<file path="config.mk">
export PLATFORM = sky130hd
export DESIGN_NAME = cf_sparse_cluster_finder
export DESIGN_NICKNAME = d
export VERILOG_FILES = /design/src/rtl/cf_pkg.sv /design/src/rtl/cf_kernel.sv /design/src/rtl/cf_emitter.sv /design/src/rtl/cf_fifo.sv /design/src/rtl/cf_sparse_cluster_finder.sv
export SDC_FILE = /design/constraint.sdc
export NUM_CORES = 2
export LEC_CHECK = 0
export ABC_AREA = 1
export BUFFER_PORTS_ARGS = -buffer_cell sky130_fd_sc_hd__buf_2
export CORE_MARGIN = 3
export CORE_UTILIZATION = 40
export DETAILED_ROUTE_END_ITERATION = 8
export PLACE_DENSITY_LB_ADDON = 0.25
export SYNTH_ARGS = -nofsm -noshare
export SYNTH_HDL_FRONTEND = slang
export SYNTH_HIERARCHICAL = 1
export SYNTH_SLANG_ARGS = --single-unit
</file>
<file path="constraint.sdc">
create_clock -name clk_i -period 5.4 [get_ports clk_i]
set_clock_uncertainty 0.15 [all_clocks]
set_input_delay 0.27 -clock clk_i [delete_from_list [all_inputs] [get_ports clk_i]]
set_output_delay 0.27 -clock clk_i [all_outputs]
set_load 0.01 [all_outputs]
</file>
<file path="src/rtl/cf_pkg.sv">
package cf_pkg;
  localparam int unsigned KERNEL_TAPS = 4;
  localparam int unsigned SUM_GROWTH  = $clog2(KERNEL_TAPS);
endpackage

</file>
<file path="src/rtl/cf_kernel.sv">
module cf_kernel #(
  parameter int unsigned NUM_COLS = 16,
  parameter int unsigned SAMPLE_W = 5,
  parameter int unsigned SUM_W    = 7,
  parameter int unsigned HALO     = 3
) (
  input  logic                         en_i,
  input  logic [NUM_COLS*SAMPLE_W-1:0] cur_i,
  input  logic [NUM_COLS*SAMPLE_W-1:0] prev_i,
  input  logic [SUM_W-1:0]             thr_i,
  output logic [NUM_COLS-1:0]          spread_o
);
  localparam int H = int'(HALO);
  localparam int N = int'(NUM_COLS);

  logic [NUM_COLS-2:0] hit;

  for (genvar c = 0; c < NUM_COLS - 1; c++) begin : g_tap
    logic [SUM_W-1:0] sum;
    assign sum = SUM_W'(cur_i[c*SAMPLE_W +: SAMPLE_W])
               + SUM_W'(cur_i[(c+1)*SAMPLE_W +: SAMPLE_W])
               + SUM_W'(prev_i[c*SAMPLE_W +: SAMPLE_W])
               + SUM_W'(prev_i[(c+1)*SAMPLE_W +: SAMPLE_W]);
    assign hit[c] = en_i && (sum > thr_i);
  end

  // widen each hit across +/-HALO columns, clipped to the array
  always_comb begin
    spread_o = '0;
    for (int o = 0; o < N; o++) begin
      for (int k = 0; k < N - 1; k++) begin
        if ((k + H >= o) && (o + H >= k)) spread_o[o] = spread_o[o] | hit[k];
      end
    end
  end
endmodule

</file>
<file path="src/rtl/cf_emitter.sv">
module cf_emitter #(
  parameter int unsigned NUM_COLS = 16,
  parameter int unsigned SAMPLE_W = 5,
  parameter int unsigned ROW_W    = 4,
  parameter int unsigned COL_W    = 4
) (
  input  logic                         clk_i,
  input  logic                         rst_ni,
  input  logic                         load_i,
  input  logic [NUM_COLS-1:0]          load_mask_i,
  input  logic [NUM_COLS*SAMPLE_W-1:0] load_data_i,
  input  logic [ROW_W-1:0]             load_row_i,
  output logic                         idle_next_o,
  output logic                         drop_o,
  output logic                         push_o,
  output logic [ROW_W-1:0]             push_row_o,
  output logic [COL_W-1:0]             push_col_o,
  output logic [SAMPLE_W-1:0]          push_val_o
);
  logic [NUM_COLS-1:0]          pend_q, pend_rest;
  logic [NUM_COLS*SAMPLE_W-1:0] data_q;
  logic [ROW_W-1:0]             row_q;
  logic                         found;

  always_comb begin
    push_col_o = '0;
    found      = 1'b0;
    for (int i = 0; i < int'(NUM_COLS); i++) begin
      if (!found && pend_q[i]) begin
        push_col_o = COL_W'(i);
        found      = 1'b1;
      end
    end
  end

  assign pend_rest   = pend_q & (pend_q - 1'b1);
  assign push_o      = |pend_q;
  assign push_row_o  = row_q;
  assign push_val_o  = data_q[push_col_o*SAMPLE_W +: SAMPLE_W];
  assign idle_next_o = ~|pend_rest;
  // a new row while the previous still has work: the rest is lost
  assign drop_o      = load_i && |pend_rest;

  always_ff @(posedge clk_i or negedge rst_ni) begin
    if (!rst_ni) begin
      pend_q <= '0;
      data_q <= '0;
      row_q  <= '0;
    end else if (load_i) begin
      pend_q <= load_mask_i;
      data_q <= load_data_i;
      row_q  <= load_row_i;
    end else begin
      pend_q <= pend_rest;
    end
  end
endmodule

</file>
<file path="src/rtl/cf_fifo.sv">
module cf_fifo #(
  parameter int unsigned WIDTH = 13,
  parameter int unsigned DEPTH = 16
) (
  input  logic             clk_i,
  input  logic             rst_ni,
  input  logic             push_i,
  input  logic [WIDTH-1:0] push_data_i,
  input  logic             pop_i,
  output logic [WIDTH-1:0] head_o,
  output logic             empty_o,
  output logic             full_o
);
  localparam int unsigned PTR_W = (DEPTH > 1) ? $clog2(DEPTH) : 1;
  localparam int unsigned CNT_W = $clog2(DEPTH + 1);

  logic [WIDTH-1:0] mem [DEPTH];
  logic [PTR_W-1:0] wptr_q, rptr_q;
  logic [CNT_W-1:0] cnt_q;
  logic             wr, rd;

  assign empty_o = (cnt_q == '0);
  assign full_o  = (cnt_q == CNT_W'(DEPTH));
  assign wr      = push_i && !full_o;
  assign rd      = pop_i && !empty_o;
  assign head_o  = mem[rptr_q];

  always_ff @(posedge clk_i) begin
    if (wr) mem[wptr_q] <= push_data_i;
  end

  always_ff @(posedge clk_i or negedge rst_ni) begin
    if (!rst_ni) begin
      wptr_q <= '0;
      rptr_q <= '0;
      cnt_q  <= '0;
    end else begin
      if (wr) wptr_q <= (wptr_q == PTR_W'(DEPTH - 1)) ? '0 : wptr_q + 1'b1;
      if (rd) rptr_q <= (rptr_q == PTR_W'(DEPTH - 1)) ? '0 : rptr_q + 1'b1;
      if (wr && !rd)      cnt_q <= cnt_q + 1'b1;
      else if (rd && !wr) cnt_q <= cnt_q - 1'b1;
    end
  end
endmodule

</file>
<file path="src/rtl/cf_sparse_cluster_finder.sv">
module cf_sparse_cluster_finder #(
  parameter int unsigned NUM_COLS   = 16,
  parameter int unsigned NUM_ROWS   = 12,
  parameter int unsigned SAMPLE_W   = 5,
  parameter int unsigned HALO       = 3,
  parameter int unsigned FIFO_DEPTH = 16
) (
  input  logic                                          clk_i,
  input  logic                                          rst_ni,
  input  logic                                          row_valid_i,
  input  logic [NUM_COLS*SAMPLE_W-1:0]                  row_data_i,
  input  logic [SAMPLE_W+cf_pkg::SUM_GROWTH-1:0]        thr_i,
  input  logic                                          rec_ready_i,
  output logic                                          rec_valid_o,
  output logic [((NUM_ROWS > 1) ? $clog2(NUM_ROWS) : 1)-1:0] rec_row_o,
  output logic [((NUM_COLS > 1) ? $clog2(NUM_COLS) : 1)-1:0] rec_col_o,
  output logic [SAMPLE_W-1:0]                           rec_val_o,
  output logic                                          overflow_o
);
  localparam int unsigned SUM_W    = SAMPLE_W + cf_pkg::SUM_GROWTH;
  localparam int unsigned ROW_W    = (NUM_ROWS > 1) ? $clog2(NUM_ROWS) : 1;
  localparam int unsigned COL_W    = (NUM_COLS > 1) ? $clog2(NUM_COLS) : 1;
  localparam int unsigned ROW_BITS = NUM_COLS * SAMPLE_W;
  localparam int unsigned DBUF     = HALO + 1;      // rows waiting for their last window
  localparam int unsigned MROWS    = 2 * HALO + 1;  // mask rows a hit can touch
  localparam int unsigned FL_W     = $clog2(DBUF + 1);
  localparam int unsigned REC_W    = ROW_W + COL_W + SAMPLE_W;

  logic [ROW_BITS-1:0] dbuf_q [DBUF];
  logic [ROW_W-1:0]    drow_q [DBUF];
  logic [DBUF-1:0]     dval_q;
  logic [NUM_COLS-1:0] mask_q [MROWS];
  logic [NUM_COLS-1:0] mask_d [MROWS];
  logic [ROW_W-1:0]    row_cnt_q;
  logic [FL_W-1:0]     flush_cnt_q;
  logic                overflow_q;

  logic                accept, flush_step, advance, kernel_en;
  logic [NUM_COLS-1:0] spread;
  logic                emit_load, emit_idle, emit_drop;
  logic                push_valid;
  logic [ROW_W-1:0]    push_row;
  logic [COL_W-1:0]    push_col;
  logic [SAMPLE_W-1:0] push_val;
  logic                fifo_empty, fifo_full;
  logic [REC_W-1:0]    fifo_head;

  assign accept     = row_valid_i && (flush_cnt_q == '0);
  assign flush_step = (flush_cnt_q != '0) && emit_idle;
  assign advance    = accept || flush_step;
  assign kernel_en  = accept && dval_q[0] && (row_cnt_q != '0);
  assign emit_load  = advance && dval_q[DBUF-1];

  cf_kernel #(
    .NUM_COLS(NUM_COLS), .SAMPLE_W(SAMPLE_W), .SUM_W(SUM_W), .HALO(HALO)
  ) u_kernel (
    .en_i    (kernel_en),
    .cur_i   (row_data_i),
    .prev_i  (dbuf_q[0]),
    .thr_i   (thr_i),
    .spread_o(spread)
  );

  // every mask row moves one step older and collects the new windows
  always_comb begin
    for (int j = 0; j < int'(MROWS); j++) begin
      mask_d[j] = ((j < int'(MROWS) - 1) ? mask_q[(j + 1) % int'(MROWS)] : '0) | spread;
    end
  end

  cf_emitter #(
    .NUM_COLS(NUM_COLS), .SAMPLE_W(SAMPLE_W), .ROW_W(ROW_W), .COL_W(COL_W)
  ) u_emit (
    .clk_i      (clk_i),
    .rst_ni     (rst_ni),
    .load_i     (emit_load),
    .load_mask_i(mask_d[0]),
    .load_data_i(dbuf_q[DBUF-1]),
    .load_row_i (drow_q[DBUF-1]),
    .idle_next_o(emit_idle),
    .drop_o     (emit_drop),
    .push_o     (push_valid),
    .push_row_o (push_row),
    .push_col_o (push_col),
    .push_val_o (push_val)
  );

  cf_fifo #(.WIDTH(REC_W), .DEPTH(FIFO_DEPTH)) u_fifo (
    .clk_i      (clk_i),
    .rst_ni     (rst_ni),
    .push_i     (push_valid),
    .push_data_i({push_row, push_col, push_val}),
    .pop_i      (rec_ready_i),
    .head_o     (fifo_head),
    .empty_o    (fifo_empty),
    .full_o     (fifo_full)
  );

  assign rec_valid_o = !fifo_empty;
  assign {rec_row_o, rec_col_o, rec_val_o} = fifo_head;
  assign overflow_o  = overflow_q;

  always_ff @(posedge clk_i or negedge rst_ni) begin
    if (!rst_ni) begin
      for (int k = 0; k < int'(DBUF); k++) begin
        dbuf_q[k] <= '0;
        drow_q[k] <= '0;
      end
      for (int j = 0; j < int'(MROWS); j++) mask_q[j] <= '0;
      dval_q      <= '0;
      row_cnt_q   <= '0;
      flush_cnt_q <= '0;
      overflow_q  <= 1'b0;
    end else begin
      if (emit_drop || (push_valid && fifo_full)) overflow_q <= 1'b1;
      if (advance) begin
        dbuf_q[0] <= accept ? row_data_i : '0;
        drow_q[0] <= row_cnt_q;
        dval_q    <= {dval_q[DBUF-2:0], accept};
        for (int k = 1; k < int'(DBUF); k++) begin
          dbuf_q[k] <= dbuf_q[k-1];
          drow_q[k] <= drow_q[k-1];
        end
        for (int j = 0; j < int'(MROWS); j++) begin
          mask_q[j] <= (flush_step && flush_cnt_q == FL_W'(1)) ? '0 : mask_d[j];
        end
      end
      if (accept) begin
        if (row_cnt_q == ROW_W'(NUM_ROWS - 1)) begin
          row_cnt_q   <= '0;
          flush_cnt_q <= FL_W'(DBUF);
        end else begin
          row_cnt_q <= row_cnt_q + 1'b1;
        end
      end else if (flush_step) begin
        flush_cnt_q <= flush_cnt_q - 1'b1;
      end
    end
  end
endmodule

</file>
==> run_summary.xml <==
<?xml version="1.0" encoding="UTF-8"?>
<metrics>
  <group name="cells_and_area">
    <metric name="fillCellCount" unit="">9844</metric>
    <metric name="multiInputGateArea" unit="um^2">17900</metric>
    <metric name="area.sequential" unit="um^2">20200</metric>
    <metric name="final_cells" unit="">6326</metric>
    <metric name="insertedDiodeCount" unit="">0</metric>
    <metric name="nNetsFinal" unit="">5345</metric>
    <metric name="finalInstanceArea" unit="um^2">46900</metric>
    <metric name="area_growth_from_synthesis_to_final_layout" unit="%">13.2</metric>
    <metric name="final_layout_size_suffix_gt1_frac" unit="">0.0861</metric>
  </group>
  <group name="synth">
    <metric name="netlist_instances" unit="">4758</metric>
    <metric name="synth_simple_gate_area_share" unit="">0.242</metric>
    <metric name="synth.lib_cells_used.distinct" unit="">43</metric>
    <metric name="yosysWarningCount" unit="">6</metric>
    <metric name="synthFlopType" unit="">sky130_fd_sc_hd__dfrtp_1</metric>
    <metric name="number_of_enable_flip_flop_cells_after_synthesis" unit="">208</metric>
    <metric name="post_synth_top_area_cell" unit="">sky130_fd_sc_hd__dfrtp_1</metric>
    <metric name="synth_area_per_cell" unit="um^2">8.71</metric>
    <metric name="yosys_register_bits" unit="">765</metric>
    <metric name="synthArstFlopShare" unit="">0.728</metric>
    <metric name="yosys-top-cells-count" unit="">sky130_fd_sc_hd__nand2_1 (1,844), sky130_fd_sc_hd__inv_1 (649), sky130_fd_sc_hd__dfrtp_1 (557), sky130_fd_sc_hd__nand3_1 (367), sky130_fd_sc_hd__ha_1 (214)</metric>
    <metric name="synth_sequential_area_ratio" unit="">0.487</metric>
    <metric name="synth_compound_area_frac" unit="">0.0387</metric>
    <metric name="cell_with_the_most_instances_after_synthesis" unit="">sky130_fd_sc_hd__nand2_1</metric>
    <metric name="yosys-top-cells-area" unit="">sky130_fd_sc_hd__dfrtp_1 (34%), sky130_fd_sc_hd__nand2_1 (17%), sky130_fd_sc_hd__edfxtp_1 (15%)</metric>
    <metric name="post_synth_fa_ha_maj_area_fraction" unit="">0.136</metric>
    <metric name="synth_top_family_by_area" unit="">simple AND/OR/NAND/NOR gates</metric>
    <metric name="synth_top_area_frac" unit="">0.336</metric>
    <metric name="synthesis.nets" unit="">5211</metric>
    <metric name="yosys-mux-area-fraction" unit="">0.00163</metric>
    <metric name="synth_xor_xnor_area_share" unit="">0.0114</metric>
    <metric name="post_synth_instance_area" unit="um^2">41500</metric>
  </group>
  <group name="drt">
    <metric name="drt_pass1_iterations" unit="">5</metric>
    <metric name="postRouteAntennaNets" unit="">0</metric>
    <metric name="route.detailed.vias_per_inst" unit="">4.75</metric>
    <metric name="num_vias" unit="">30000</metric>
    <metric name="dr.first_iter.drc_count" unit="">2011</metric>
    <metric name="drc" unit="">0</metric>
    <metric name="wl" unit="um">99300</metric>
    <metric name="mean_routed_wirelength_per_cell" unit="um">15.7</metric>
  </group>
  <group name="floorplan">
    <metric name="fp-row-count" unit="">117</metric>
    <metric name="die_x" unit="um">328</metric>
    <metric name="initial_core_util" unit="">0.405</metric>
    <metric name="design.die.area" unit="um^2">108000</metric>
    <metric name="die_height" unit="um">328</metric>
    <metric name="boundaryPins" unit="">106</metric>
    <metric name="core-area" unit="um^2">102000</metric>
  </group>
  <group name="placed_design">
    <metric name="post_dp_cell_area" unit="um^2">43200</metric>
    <metric name="dpl_worst_slack" unit="ps">528</metric>
    <metric name="dp.final_hpwl" unit="um">65500</metric>
    <metric name="buffer_ports.inserted" unit="">105</metric>
    <metric name="place_congestion" unit="">0.820</metric>
    <metric name="placed_instance_count" unit="">6088</metric>
  </group>
  <group name="flow_run">
    <metric name="max-cap-violations" unit="">0</metric>
  </group>
  <group name="global_route">
    <metric name="global_route_wire_length_before_repair" unit="um">162000</metric>
    <metric name="via_count_of_the_first_global_routing_pass" unit="">29400</metric>
    <metric name="grtUsageTotal" unit="">0.187</metric>
    <metric name="antenna_found_initial" unit="">0</metric>
    <metric name="globalRoute.totalOverflow" unit="">0</metric>
    <metric name="grt_start_max_net_pins" unit="">177</metric>
  </group>
  <group name="critical_path">
    <metric name="cp_max_fo" unit="">7</metric>
    <metric name="path_type_of_the_worst_setup_path" unit="">reg -&gt; reg</metric>
    <metric name="crit_arrival" unit="ps">5270</metric>
    <metric name="cp_data_required_time" unit="ps">5760</metric>
    <metric name="end_kind" unit="">register</metric>
    <metric name="startpoint_type" unit="">register</metric>
  </group>
  <group name="clock_tree">
    <metric name="clock_sinks" unit="">765</metric>
    <metric name="clock_latency" unit="ps">650</metric>
    <metric name="tritoncts.num_buffers" unit="">87</metric>
    <metric name="cts_root_buf" unit="">sky130_fd_sc_hd__clkbuf_16</metric>
    <metric name="cts_tree" unit="">yes</metric>
    <metric name="ctsLongestPathBuffers" unit="">3</metric>
    <metric name="clock_tree.htree_level_count" unit="">3</metric>
    <metric name="worst_setup_hold_path_clk_slew" unit="ps">60</metric>
    <metric name="post_cts.resized_instances" unit="">0</metric>
  </group>
  <group name="hold_path">
    <metric name="hold_crit_path_type" unit="">in -&gt; async</metric>
  </group>
  <group name="sta">
    <metric name="share_of_the_cycle_needed_by_the_critical_path_after_routing" unit="">0.910</metric>
    <metric name="drv_slew" unit="">0</metric>
    <metric name="setup_violators_final" unit="">0</metric>
    <metric name="final_hold_violations" unit="">0</metric>
    <metric name="setup_ws" unit="ps">484</metric>
    <metric name="rsz0062_at_grt" unit="">no</metric>
    <metric name="relSlewSlack" unit="">0.194</metric>
    <metric name="tns_setup" unit="ps">0</metric>
    <metric name="min_period" unit="ps">4920</metric>
    <metric name="actual_slew_at_the_worst_max_slew_pin" unit="ps">1210</metric>
    <metric name="maxClockFrequency" unit="MHz">203</metric>
  </group>
  <group name="power">
    <metric name="vdd_drop_max" unit="uV">381</metric>
    <metric name="post-layout-total-power" unit="mW">23.2</metric>
    <metric name="power-per-cell-area" unit="nW/um^2">494</metric>
    <metric name="leakage_power_summed_over_all_cells" unit="nW">25.1</metric>
  </group>
  <group name="outcome">
    <metric name="outcome" unit="">finished clean</metric>
  </group>
</metrics>
==> sequential cells by signal (all words and copies together), names as in the netlist, 5 cells and up <==
register       flops
u_emit/pend_q     16
u_fifo/cnt_q       5
u_fifo/mem       208
drow_q            16
mask_q            96
dbuf_q           320
u_emit/data_q     80
==> critical path, stage by stage, from the launching register on <==
cell and delay, ps:
sky130_fd_sc_hd__dfrtp_1 400, sky130_fd_sc_hd__inv_1 130, sky130_fd_sc_hd__fa_1 450, sky130_fd_sc_hd__fa_1 500
sky130_fd_sc_hd__inv_1 40, sky130_fd_sc_hd__ha_1 210, sky130_fd_sc_hd__fa_1 460, sky130_fd_sc_hd__a21oi_1 160
sky130_fd_sc_hd__o21ai_0 110, sky130_fd_sc_hd__xor2_1 170, sky130_fd_sc_hd__ha_1 280, sky130_fd_sc_hd__nand2_1 90
sky130_fd_sc_hd__inv_1 40, sky130_fd_sc_hd__a21oi_1 170, sky130_fd_sc_hd__nand2_1 70, sky130_fd_sc_hd__nand2_1 140
sky130_fd_sc_hd__nand3_1 110, sky130_fd_sc_hd__nor2_2 230, sky130_fd_sc_hd__nand4_1 300, sky130_fd_sc_hd__or2_2 410
sky130_fd_sc_hd__nand2_1 70, sky130_fd_sc_hd__o21ai_0 80
==> metrics by stage <==
| stage | util | hold slack [ps] |
|---|---|---|
| after floorplan | - | -176 |
| after global placement | 0.422 | 138 |
| after detailed placement | 0.422 | 136 |
| after CTS | 0.459 | 52.5 |
| after global routing | 0.459 | 61.7 |
| final | 0.459 | 35.7 |
==> cells by family after synthesis <==
| kind of cell | Yosys count |
|---|---|
| buf+inv | 845 |
| compound gates | 286 |
| flops | 765 |
| mux | 6 |
| fa+ha+maj | 362 |
| xor+xnor | 54 |
| simple gates | 2440 |
==> final cells by class <==
class / instances / share of cell area
flip-flops and latches: 765 / 0.430
multi-input cells: 3148 / 0.381
well taps: 1368 / 0.0365
repair buffers: 230 / 0.0380
inverters: 660 / 0.0530
clock buffers: 117 / 0.0505
clock inverters: 38 / 0.0112
==> power breakdown <==
part           leakage [nW]  switching, mW  internal, mW
sequential             9.53          0.836          7.54
clock                  1.41           2.44          3.54
combinational          14.2           5.78          3.07
total                  25.1           9.05          14.1
==> cells in the final DEF (no fill, tap or decap), types with 73 or more instances in the layout <==
cell type	n
sky130_fd_sc_hd__ha_1	214
sky130_fd_sc_hd__clkbuf_16	87
sky130_fd_sc_hd__nand2_1	1844
sky130_fd_sc_hd__dfrtp_1	556
sky130_fd_sc_hd__nand3_1	367
sky130_fd_sc_hd__nor2_1	73
sky130_fd_sc_hd__inv_1	648
sky130_fd_sc_hd__fa_1	148
sky130_fd_sc_hd__or2_2	99
sky130_fd_sc_hd__dlygate4sd3_1	83
sky130_fd_sc_hd__buf_2	104
sky130_fd_sc_hd__o21ai_0	146
sky130_fd_sc_hd__edfxtp_1	208
==> repair_timing <==
| action | in CTS | in global routing |
|---|---|---|
| hold endpoints to repair | 163 | 0 |
| setup buffers | 0 | 0 |
| hold buffers | 83 | 0 |
| setup endpoints to repair | 0 | 0 |
==> final timing paths <==
path                                      from                to  slack, ps  cells after the start
max in group asynchronous               rst_ni       dbuf_q[307]       3630                      3
min in group clk_i              row_data_i[53]       dbuf_q[293]        220                      4
worst min-delay path                    rst_ni   u_fifo/cnt_q[3]         40                      2
worst max-delay path               dbuf_q[251]  u_emit/pend_q[3]        480                     21
worst max register to register     dbuf_q[251]  u_emit/pend_q[3]        480                     21
worst min register to register     dbuf_q[181]       dbuf_q[101]        310                      2
==> routing by layer <==
| metal | up-vias | global-route usage | routed length (um) |
|---|---|---|---|
| met1 | 14300 | 0.275 | 48400 |
| met2 | 572 | 0.293 | 44700 |
| met4 | 0 | 0.0429 | 1950 |
| met3 | 123 | 0.0263 | 4280 |
| met5 | - | 0 | 0 |
| li1 | 15000 | - | - |
(Power assumes the default switching activity.)
